<file path="src/rtl/ipck_pkg.sv">
`timescale 1ns/1ps
package ipck_pkg;

    localparam int          ADDR_BYTES = 12;
    localparam logic [15:0] ETYPE_IPV4 = 16'h0800;
    localparam logic [7:0]  PROTO_TCP  = 8'd6;
    localparam logic [7:0]  PROTO_UDP  = 8'd17;

    localparam logic [1:0] CS_NONE = 2'b00;
    localparam logic [1:0] CS_IP   = 2'b01;
    localparam logic [1:0] CS_TCP  = 2'b10;
    localparam logic [1:0] CS_UDP  = 2'b11;

    typedef enum logic [2:0] {
        PS_IDLE, PS_ADDR, PS_ETYPE, PS_VTAG, PS_LLC, PS_IPHDR, PS_XPORT, PS_SKIP
    } pstate_e;

    typedef struct packed {
        pstate_e     st;
        logic [15:0] pos;
        logic [7:0]  hi;
        logic        vtag;
        logic        snap;
        logic [3:0]  ihl;
        logic [15:0] tlen;
        logic [7:0]  proto;
        logic        frag;
        logic [15:0] ipsum;
        logic [15:0] ps;
        logic [15:0] l4sum;
        logic [15:0] xlen;
        logic        hdr_done;
        logic        ip_good;
        logic        in_xp;
        logic        udpz;
    } ctx_t;

    // one's-complement add with end-around carry
    function automatic logic [15:0] oc_add(input logic [15:0] a, input logic [15:0] b);
        logic [16:0] s;
        s = {1'b0, a} + {1'b0, b};
        return s[15:0] + {15'd0, s[16]};
    endfunction

    // expected LLC/SNAP byte at a given position
    function automatic logic [7:0] snap_byte(input logic [2:0] i);
        unique case (i)
            3'd0, 3'd1: return 8'hAA;
            3'd2:       return 8'h03;
            3'd6:       return 8'h08;
            default:    return 8'h00;
        endcase
    endfunction

endpackage

</file>
<file path="src/rtl/ipck_parse.sv">
`timescale 1ns/1ps
module ipck_parse
    import ipck_pkg::*;
#(
    parameter logic [15:0] TPID    = 16'h8100,
    parameter logic [15:0] MAX_LEN = 16'd1500
) (
    input  logic       clk,
    input  logic       rst_n,
    input  logic       sof,
    input  logic       vld,
    input  logic       eof,
    input  logic [7:0] d,
    output logic       res_vld,
    output logic [1:0] res_code,
    output logic       res_snap,
    output logic       res_bad
);

    ctx_t        ctx_q, c;
    logic        fin_q;
    pstate_e     st;
    logic [15:0] p, word, hbytes;
    logic        xp_done, l4_chk, l4_good;
    logic [15:0] tail;

    // next-state and datapath
    always_comb begin
        c      = ctx_q;
        st     = ctx_q.st;
        p      = ctx_q.pos;
        if (vld && sof) begin
            c  = '0;
            st = PS_ADDR;
            p  = 16'd0;
        end
        word   = {c.hi, d};
        hbytes = {10'd0, c.ihl, 2'b00};
        if (vld) begin
            c.st  = st;
            c.pos = (p == 16'hFFFF) ? p : p + 16'd1;
            unique case (st)
                PS_IDLE, PS_SKIP: ;
                PS_ADDR: begin
                    if (p == 16'(ADDR_BYTES - 1)) begin
                        c.st  = PS_ETYPE;
                        c.pos = 16'd0;
                    end
                end
                PS_ETYPE: begin
                    if (!p[0]) c.hi = d;
                    else begin
                        c.pos = 16'd0;
                        if (word == TPID && !c.vtag)  c.st = PS_VTAG;
                        else if (word == ETYPE_IPV4)  c.st = PS_IPHDR;
                        else if (word <= MAX_LEN)     c.st = PS_LLC;
                        else                          c.st = PS_SKIP;
                    end
                end
                PS_VTAG: begin
                    if (!p[0]) begin
                        if (d[4]) c.st = PS_SKIP;
                    end else begin
                        c.st   = PS_ETYPE;
                        c.pos  = 16'd0;
                        c.vtag = 1'b1;
                    end
                end
                PS_LLC: begin
                    if (d != snap_byte(p[2:0])) c.st = PS_SKIP;
                    else if (p == 16'd7) begin
                        c.st   = PS_IPHDR;
                        c.pos  = 16'd0;
                        c.snap = 1'b1;
                    end
                end
                PS_IPHDR: begin
                    if (!p[0]) c.hi = d;
                    else       c.ipsum = oc_add(c.ipsum, word);
                    if (p == 16'd0) begin
                        c.ihl = d[3:0];
                        if (d[7:4] != 4'd4 || d[3:0] < 4'd5) c.st = PS_SKIP;
                    end
                    if (p == 16'd3) c.tlen  = word;
                    if (p == 16'd7) c.frag  = c.hi[5] | ({c.hi[4:0], d} != 13'd0);
                    if (p == 16'd9) c.proto = d;
                    if (p >= 16'd12 && p <= 16'd19 && p[0]) c.ps = oc_add(c.ps, word);
                    if (c.st == PS_IPHDR && p >= 16'd19 && p == hbytes - 16'd1) begin
                        c.pos = 16'd0;
                        if (c.tlen < hbytes) c.st = PS_SKIP;
                        else begin
                            c.hdr_done = 1'b1;
                            c.ip_good  = (c.ipsum == 16'hFFFF);
                            c.xlen     = c.tlen - hbytes;
                            c.ps       = oc_add(oc_add(c.ps, {8'h00, c.proto}), c.xlen);
                            c.in_xp    = c.ip_good && !c.frag &&
                                         (c.proto == PROTO_TCP || c.proto == PROTO_UDP);
                            c.st       = c.in_xp ? PS_XPORT : PS_SKIP;
                        end
                    end
                end
                PS_XPORT: begin
                    if (p < c.xlen) begin
                        if (!p[0]) c.hi = d;
                        else       c.l4sum = oc_add(c.l4sum, word);
                        if (p == 16'd7 && c.proto == PROTO_UDP) c.udpz = (word == 16'd0);
                    end
                end
            endcase
            if (eof) c.st = PS_IDLE;
        end
    end

    // state register
    always_ff @(posedge clk or negedge rst_n) begin
        if (!rst_n) begin
            ctx_q <= '0;
            fin_q <= 1'b0;
        end else begin
            ctx_q <= c;
            fin_q <= vld && eof;
        end
    end

    // outputs
    always_comb begin
        xp_done  = ctx_q.in_xp && (ctx_q.pos >= ctx_q.xlen);
        tail     = ctx_q.xlen[0] ? oc_add(ctx_q.l4sum, {ctx_q.hi, 8'h00}) : ctx_q.l4sum;
        l4_good  = (oc_add(tail, ctx_q.ps) == 16'hFFFF);
        l4_chk   = xp_done && !(ctx_q.proto == PROTO_UDP && ctx_q.udpz);
        res_vld  = fin_q;
        res_snap = fin_q && ctx_q.snap;
        res_bad  = fin_q && ctx_q.hdr_done && (!ctx_q.ip_good || (l4_chk && !l4_good));
        if (!fin_q || !ctx_q.hdr_done || !ctx_q.ip_good) res_code = CS_NONE;
        else if (!l4_chk)                                 res_code = CS_IP;
        else if (!l4_good)                                res_code = CS_NONE;
        else res_code = (ctx_q.proto == PROTO_TCP) ? CS_TCP : CS_UDP;
    end

    a_r1_status_follows_eof: assert property (@(posedge clk) disable iff (!rst_n)
        (vld && eof) |=> res_vld);
    a_r1_status_only_after_eof: assert property (@(posedge clk) disable iff (!rst_n)
        res_vld |-> $past(vld && eof));
    a_r2_bad_not_verified: assert property (@(posedge clk) disable iff (!rst_n)
        res_bad |-> (res_code == CS_NONE));

endmodule

</file>
<file path="src/rtl/ipck_dropcnt.sv">
`timescale 1ns/1ps
module ipck_dropcnt #(
    parameter int CNT_W = 32
) (
    input  logic             clk,
    input  logic             rst_n,
    input  logic             clr,
    input  logic             inc,
    output logic [CNT_W-1:0] cnt
);

    localparam logic [CNT_W-1:0] ONE  = CNT_W'(1);
    localparam logic [CNT_W-1:0] MAXV = '1;

    always_ff @(posedge clk or negedge rst_n) begin
        if (!rst_n)                   cnt <= '0;
        else if (clr)                 cnt <= '0;
        else if (inc && cnt != MAXV)  cnt <= cnt + ONE;
    end

    a_r11_saturate: assert property (@(posedge clk) disable iff (!rst_n)
        (cnt == MAXV && !clr) |=> (cnt == MAXV));
    a_r11_clear: assert property (@(posedge clk) disable iff (!rst_n)
        clr |=> (cnt == '0));
    a_r11_step: assert property (@(posedge clk) disable iff (!rst_n)
        (inc && !clr && cnt != MAXV) |=> (cnt == $past(cnt) + ONE));

endmodule

</file>
<file path="src/rtl/ipck_rx_offload.sv">
`timescale 1ns/1ps
module ipck_rx_offload
    import ipck_pkg::*;
#(
    parameter int          CNT_W   = 32,
    parameter logic [15:0] TPID    = 16'h8100,
    parameter logic [15:0] MAX_LEN = 16'd1500
) (
    input  logic             clk,
    input  logic             rst_n,
    input  logic             chk_en,
    input  logic [1:0]       tid_hit,
    input  logic             cnt_clr,
    input  logic             rx_sof,
    input  logic             rx_vld,
    input  logic             rx_eof,
    input  logic [7:0]       rx_data,
    output logic             st_vld,
    output logic [2:0]       st_flags,
    output logic             st_drop,
    output logic [CNT_W-1:0] drop_cnt
);

    logic       res_vld, res_snap, res_bad;
    logic [1:0] res_code;
    logic       en_q;
    logic [1:0] tid_q;

    ipck_parse #(.TPID(TPID), .MAX_LEN(MAX_LEN)) u_parse (
        .clk(clk), .rst_n(rst_n), .sof(rx_sof), .vld(rx_vld), .eof(rx_eof),
        .d(rx_data), .res_vld(res_vld), .res_code(res_code),
        .res_snap(res_snap), .res_bad(res_bad)
    );

    always_ff @(posedge clk or negedge rst_n) begin
        if (!rst_n) begin
            en_q  <= 1'b1;
            tid_q <= 2'b00;
        end else if (rx_vld && rx_eof) begin
            en_q  <= chk_en;
            tid_q <= tid_hit;
        end
    end

    always_comb begin
        st_vld = res_vld;
        if (!res_vld)  st_flags = 3'b000;
        else if (en_q) st_flags = {res_snap, res_code};
        else           st_flags = {1'b0, tid_q};
        st_drop = en_q && res_bad;
    end

    ipck_dropcnt #(.CNT_W(CNT_W)) u_cnt (
        .clk(clk), .rst_n(rst_n), .clr(cnt_clr), .inc(st_drop), .cnt(drop_cnt)
    );

    a_r10_no_drop_when_off: assert property (@(posedge clk) disable iff (!rst_n)
        (rx_vld && rx_eof && !chk_en) |=> !st_drop);
    a_r1_flags_only_with_strobe: assert property (@(posedge clk) disable iff (!rst_n)
        !st_vld |-> (st_flags == 3'b000 && !st_drop));

endmodule

</file>
<file path="config.mk">
export PLATFORM = sky130hd
export DESIGN_NAME = ipck_rx_offload
export DESIGN_NICKNAME = d
export VERILOG_FILES = /design/src/rtl/ipck_pkg.sv /design/src/rtl/ipck_parse.sv /design/src/rtl/ipck_dropcnt.sv /design/src/rtl/ipck_rx_offload.sv
export SDC_FILE = /design/constraint.sdc
export NUM_CORES = 1
export LEC_CHECK = 0
export BUFFER_PORTS_ARGS = -buffer_cell sky130_fd_sc_hd__buf_2
export CAP_MARGIN = 20
export CORE_UTILIZATION = 35
export CTS_CLUSTER_DIAMETER = 40
export DETAILED_ROUTE_END_ITERATION = 6
export GPL_ROUTABILITY_DRIVEN = 0
export PLACE_DENSITY_LB_ADDON = 0.3
export REMOVE_ABC_BUFFERS = 1
export SYNTH_ARGS = -nofsm -noshare
export SYNTH_HDL_FRONTEND = slang
export SYNTH_SLANG_ARGS = --single-unit
</file>
<file path="constraint.sdc">
create_clock -name clk -period 8.83 [get_ports clk]
set_input_delay 1.766 -clock clk [delete_from_list [all_inputs] [get_ports clk]]
set_output_delay 1.766 -clock clk [all_outputs]
set_load 0.1 [all_outputs]
</file>
======== Yosys cells after proc, flatten, opt, wreduce, memory -nomap -nowiden ========
Cells that the tools add are included.
W data, S select, Z words.
word-level totals
  register bits after elaboration ......... 162
  logic and storage cells ................. 189
  bits of input ports ..................... 17
  output and inout bits ................... 37
operators by class
  multiplexer cells ....................... 75
  add/sub/neg operators ................... 18
  bitwise logic cells ..................... 1
  reduce and logical (&&, ||, !) cells .... 38
  $lt $le $gt $ge ......................... 8
  equal/unequal tests ..................... 28
operator list
  operator                 count
  $mux W16                 19
  $mux W126                2
  $mux W19                 7
  $add A16 B1 Y16          7
  $add A16 B16 Y17         6
  $pmux W19 S5             1
  $mux W8                  9
  $eq A16 B16 Y1 const B   4
  $mux W32                 2
  $mux W61                 1
  $pmux W8 S3              2
  $mux W3                  13
  $add A32 B1 Y32 const B  1
  $eq A16 B4 Y1 const B    2
  $logic_not A16 Y1        2
  $ne A32 B32 Y1 const B   1
  $eq A8 B5 Y1 const B     3
  $logic_and A1 B1 Y1      19
  $add A16 B8 Y17          1
  $add A16 B1 Y16 const B  1
  $eq A16 B12 Y1 const B   1
  $eq A16 B16 Y1           1
  $eq A16 B2 Y1 const B    1
  $eq A16 B3 Y1 const B    1
  26 further kinds         61

======== Logic depth before layout (Yosys ltp) ========
  depth after elaboration ................. 19
  depth in mapped cells ................... 64
  mapped depth without buffers ............ 59

======== Hierarchy ========
From an unflattened synthesis, not the netlist that was laid out.
unflattened totals
  cell total of the unflattened synthesis .. 2185
  area total of the unflattened synthesis .. 17091.4 um^2
by module, submodules not included
  module           cells each  area each (um^2)  seq. area each (um^2)  instances
  ipck_parse       1974        15061.9           3178.0                 1
  ipck_dropcnt     198         1854.3            800.8                  1
  ipck_rx_offload  13          175.2             76.3                   1

======== Worst setup path before layout ========
No wires, ideal clock.
  path kind ............................... input to register
  from .................................... input rx_vld
  to ...................................... register u_parse.ctx_q[51] in the netlist's numbering
  data arrival time ....................... 11.867 ns
  stages .................................. 58
  path buffers ............................ 6
  library setup time ...................... 0.128 ns
  setup slack ............................. -3.166 ns
  cell sequence ........................... buf_2 -> nand2_1 -> clkbuf_1 -> clkbuf_1 -> clkbuf_1 -> clkbuf_1 -> clkbuf_1 -> and2_1 -> ha_1 -> nor3_1 -> o21ai_0 -> o311ai_1 -> o21ai_0 -> a22oi_1 -> a21oi_1 -> a21o_1 -> a21o_1 -> ha_1 -> (+22 left out) -> nand3b_1 -> o32a_1 -> or3_1 -> o32ai_2 -> xnor2_1 -> ha_1 -> o21a_1 -> or2_2 -> ha_1 -> nand3_1 -> nor2_1 -> and3_1 -> nand3_1 -> nor3_1 -> nor4b_1 -> xnor2_1 -> xnor2_1 -> o21ai_0
RTL lines
  what                  RTL line               source
  start, declared       ipck_rx_offload.sv:15  input logic rx_vld,
  end signal, assigned  ipck_parse.sv:117      ctx_q <= '0;
  end signal, assigned  ipck_parse.sv:120      ctx_q <= c;
  end, declared         ipck_parse.sv:20       ctx_t ctx_q, c;

==> run_results.csv <==
group,metric,value,unit
run_status,status,"finished with violations",
run_status,violations,"negative setup slack",
floorplan,design.die.area,49600,sq um
clock_network,insertion_delay,0.47,ns
pwr,leakagePower,0.0105,uW
placed_design,dpl.hpwl,48200,microns
worst_hold_path,hp-start,"u_parse.ctx_q[77]",
global_route,grt_max_degree,69,
finish,design_area,22400,sq um
finish,fin_util,46.8,%
sta,fin_crit_sh,117,%
clock_network,h-tree-depth,4,
logic_synthesis,yosysMostFrequentCell,"nand2_1",
global_route,grt_pass1_wl,99400,microns
critical_path,crit_start,"rx_vld",
logic_synthesis,synth_top_cells_by_count,"248 x nand2_1, 176 x a21oi_1, 170 x nor2_1",
routing,drt-met1-wl,28100,microns
global_route,grt_pass1_vias,17837,
finish,fillCellCount,4631,
logic_synthesis,ys_warn_count,0,
logic_synthesis,synthTopCellsByArea,"dfrtp_1 24%, ha_1 11%, nand2_1 5.5%",
sta,rsz0062_at_grt,"true",
critical_path,max_stage_delay,0.34,ns
worst_hold_path,hp-class,"reg -> reg",
clock_network,cts-root-buf,"clkbuf_16",
routing,wl_per_cell,19.8,microns
sta,hold_viol_final,0,
global_route,grt_util_all_layers,25.4,%
critical_path,required,9.18,ns
logic_synthesis,netlist_area,17100,sq um
logic_synthesis,synth-edff-count,0,
routing,num_vias,18511,
floorplan,num_io_pins,54,
routing,viasPerCell,5.72,
critical_path,critPathSlowestCell,"o311ai_4",
critical_path,crit_fanout,4,
routing,drc,0,
routing,wl,64100,microns
sta,relSlewSlack,36.8,%
placed_design,io_buffers,53,
floorplan,fp-row-count,80,
clock_network,cts_made_buffers,17,
logic_synthesis,synth_ff_type,"dfrtp_1",
pwr,pwr_density_cell,126,nW/um^2
logic_synthesis,ys_types,95,
routing,met2WireLength,29400,microns
clock_network,cts_tree,"done",
critical_path,startpoint_type,"primary input",
sta,fmax,97.0,MHz
routing,antenna_left,0,
pwr,p_total,2830,uW
logic_synthesis,ys_seq_area_share,23.8,%
logic_synthesis,yosys.area.top_type,"dfrtp_1",
floorplan,core-area,47900,sq um
critical_path,cp-end-kind,"register",
clock_network,path_clk_slew,0.07,ns
sta,worstMarginPinSlew,0.948,ns
pwr,worst_ir_drop_vdd,0.000106,V
critical_path,path_class,"in -> reg",
logic_synthesis,async_reset_ff_share,100,%
routing,drt-initial-drc-count,1611,
routing,highest_layer,"met4",
global_route,gr-total-overflow,0,
logic_synthesis,synth-seq-cells,162,
routing,drtPass1Iterations,6,
sta,finalCriticalPeriod,10.31,ns
placed_design,placed_area,20500,sq um
floorplan,start_util,35.6,%
critical_path,cpMostUsedCell,"ha_4",
logic_synthesis,syn_inst,2208,
sta,slew_violations,0,
critical_path,worstReg2RegStart,"u_parse.ctx_q[37]",
logic_synthesis,synth_top_area_share,23.6,%
clock_network,cts_buffer_depth,2,
global_route,grt_antenna_before_repair,0,
sta,setup_viol,16,
finish,num-nets-final,2785,
sta,fin_skew,0.0123,ns
routing,met3RoutedLength,4600,microns
critical_path,cp.arrival,10.66,ns
clock_network,cts.sinks,162,
sta,setup_ws,-1.48,ns
floorplan,die_y,223,microns
job,drv_cap,0,
finish,antennaDiodeCount,0,
logic_synthesis,synth.avg_cell_area,7.73,sq um
floorplan,die_w,223,microns
finish,area_growth,31.4,%
finish,drive_above_1_share,25.4,%
cells in the final DEF, fill, tap and decap left out, types with 24 or more instances in the layout:
cell type  instances
buf_4            409
a21oi_1          165
o21bai_1          24
nand2_1          245
nor2_1           168
xor2_1            67
nand3_1           79
and3_1            38
xnor2_1           96
nand2b_1          24
and2_1            67
dfrtp_1          161
a21o_1            51
nor3_1            43
buf_2             47
nand4_1           32
inv_1            102
ha_1             138
o21ai_0          121
or3_1             27
cell families (layout without fill, tap and decap cells):
logic type	count (synthesis)	count (layout)	synth area share, %
fa+ha+maj	159	159	12.0
simple gates	869	869	25.5
compound gates	605	605	23.1
mux	35	35	2.21
flops	162	162	23.8
buf+inv	202	616	4.51
xor+xnor	176	176	9.03
final cells by class:
type | count | area, sq um | area share (%)
Sequential cell | 162 | 4060 | 18.1
Clock inverter | 15 | 163 | 0.725
Clock buffer | 17 | 425 | 1.90
Inverter | 106 | 398 | 1.77
Timing Repair Buffer | 478 | 3640 | 16.2
Tap cell | 615 | 769 | 3.43
Multi-Input combinational cell | 1844 | 13000 | 57.9
flip-flops by register name, indices dropped and copies added (netlist names):
| register | count |
|---|---|
| u_parse.res_vld | 1 |
| u_cnt.cnt | 32 |
| tid_q | 2 |
| en_q | 1 |
| u_parse.ctx_q | 126 |
final timing paths:
| kind | end | slack, ns | cells past startpoint |
|---|---|---|---|
| hold reg to reg | u_parse.ctx_q[77] | 0.51 | 2 |
| hold / removal | u_parse.ctx_q[77] | 0.51 | 2 |
| min in group asynchronous | u_parse.ctx_q[48] | 1.26 | 1 |
| max in group asynchronous | u_parse.ctx_q[64] | 6.22 | 2 |
| setup reg to reg | u_parse.ctx_q[46] | -0.50 | 59 |
| setup / recovery | u_parse.ctx_q[46] | -1.48 | 61 |
critical path, delay by kind of cell:
family          cells  cell delay, ns
fa+ha+maj          10            2.04
buf+inv             3            0.34
xor+xnor            5            0.84
simple gates       20            2.36
compound gates     23            3.26
power breakdown:
group	switching (uW)	total (uW)	internal, uW
logic	717	1240	526
clock network	396	775	379
registers	39.7	807	768
routing by layer:
metal,GRT usage (%),vias up
li1,-,8772
met1,34.2,8903
met2,41.3,714
met3,4.40,122
met4,8.01,0
met5,0,-
through the flow:
| stage | std cells | TNS, ns | worst slack (ns) | hold slack, ns |
|---|---|---|---|---|
| 6_report | 3237 | -20.59 | -1.48 | 0.511 |
| 5_1_grt | 3237 | -27.46 | -1.91 | 0.536 |
| 4_1_cts | 3221 | -16.76 | -1.26 | 0.508 |
| 3_5_place_dp | 3134 | -39.33 | -2.86 | 0.489 |
| 3_3_place_gp | 3134 | -36.07 | -2.54 | 0.478 |
| 2_1_floorplan | 2112 | -59.41 | -4.01 | 0.458 |
timing repair:
action	CTS	global route
hold buffers	0	0
gates cloned	0	1
setup endpoints to repair	19	19
pin swaps	57	72
resized for setup	101	71
buffers inserted	55	17
Note: power is estimated with default switching activity, not from simulation.
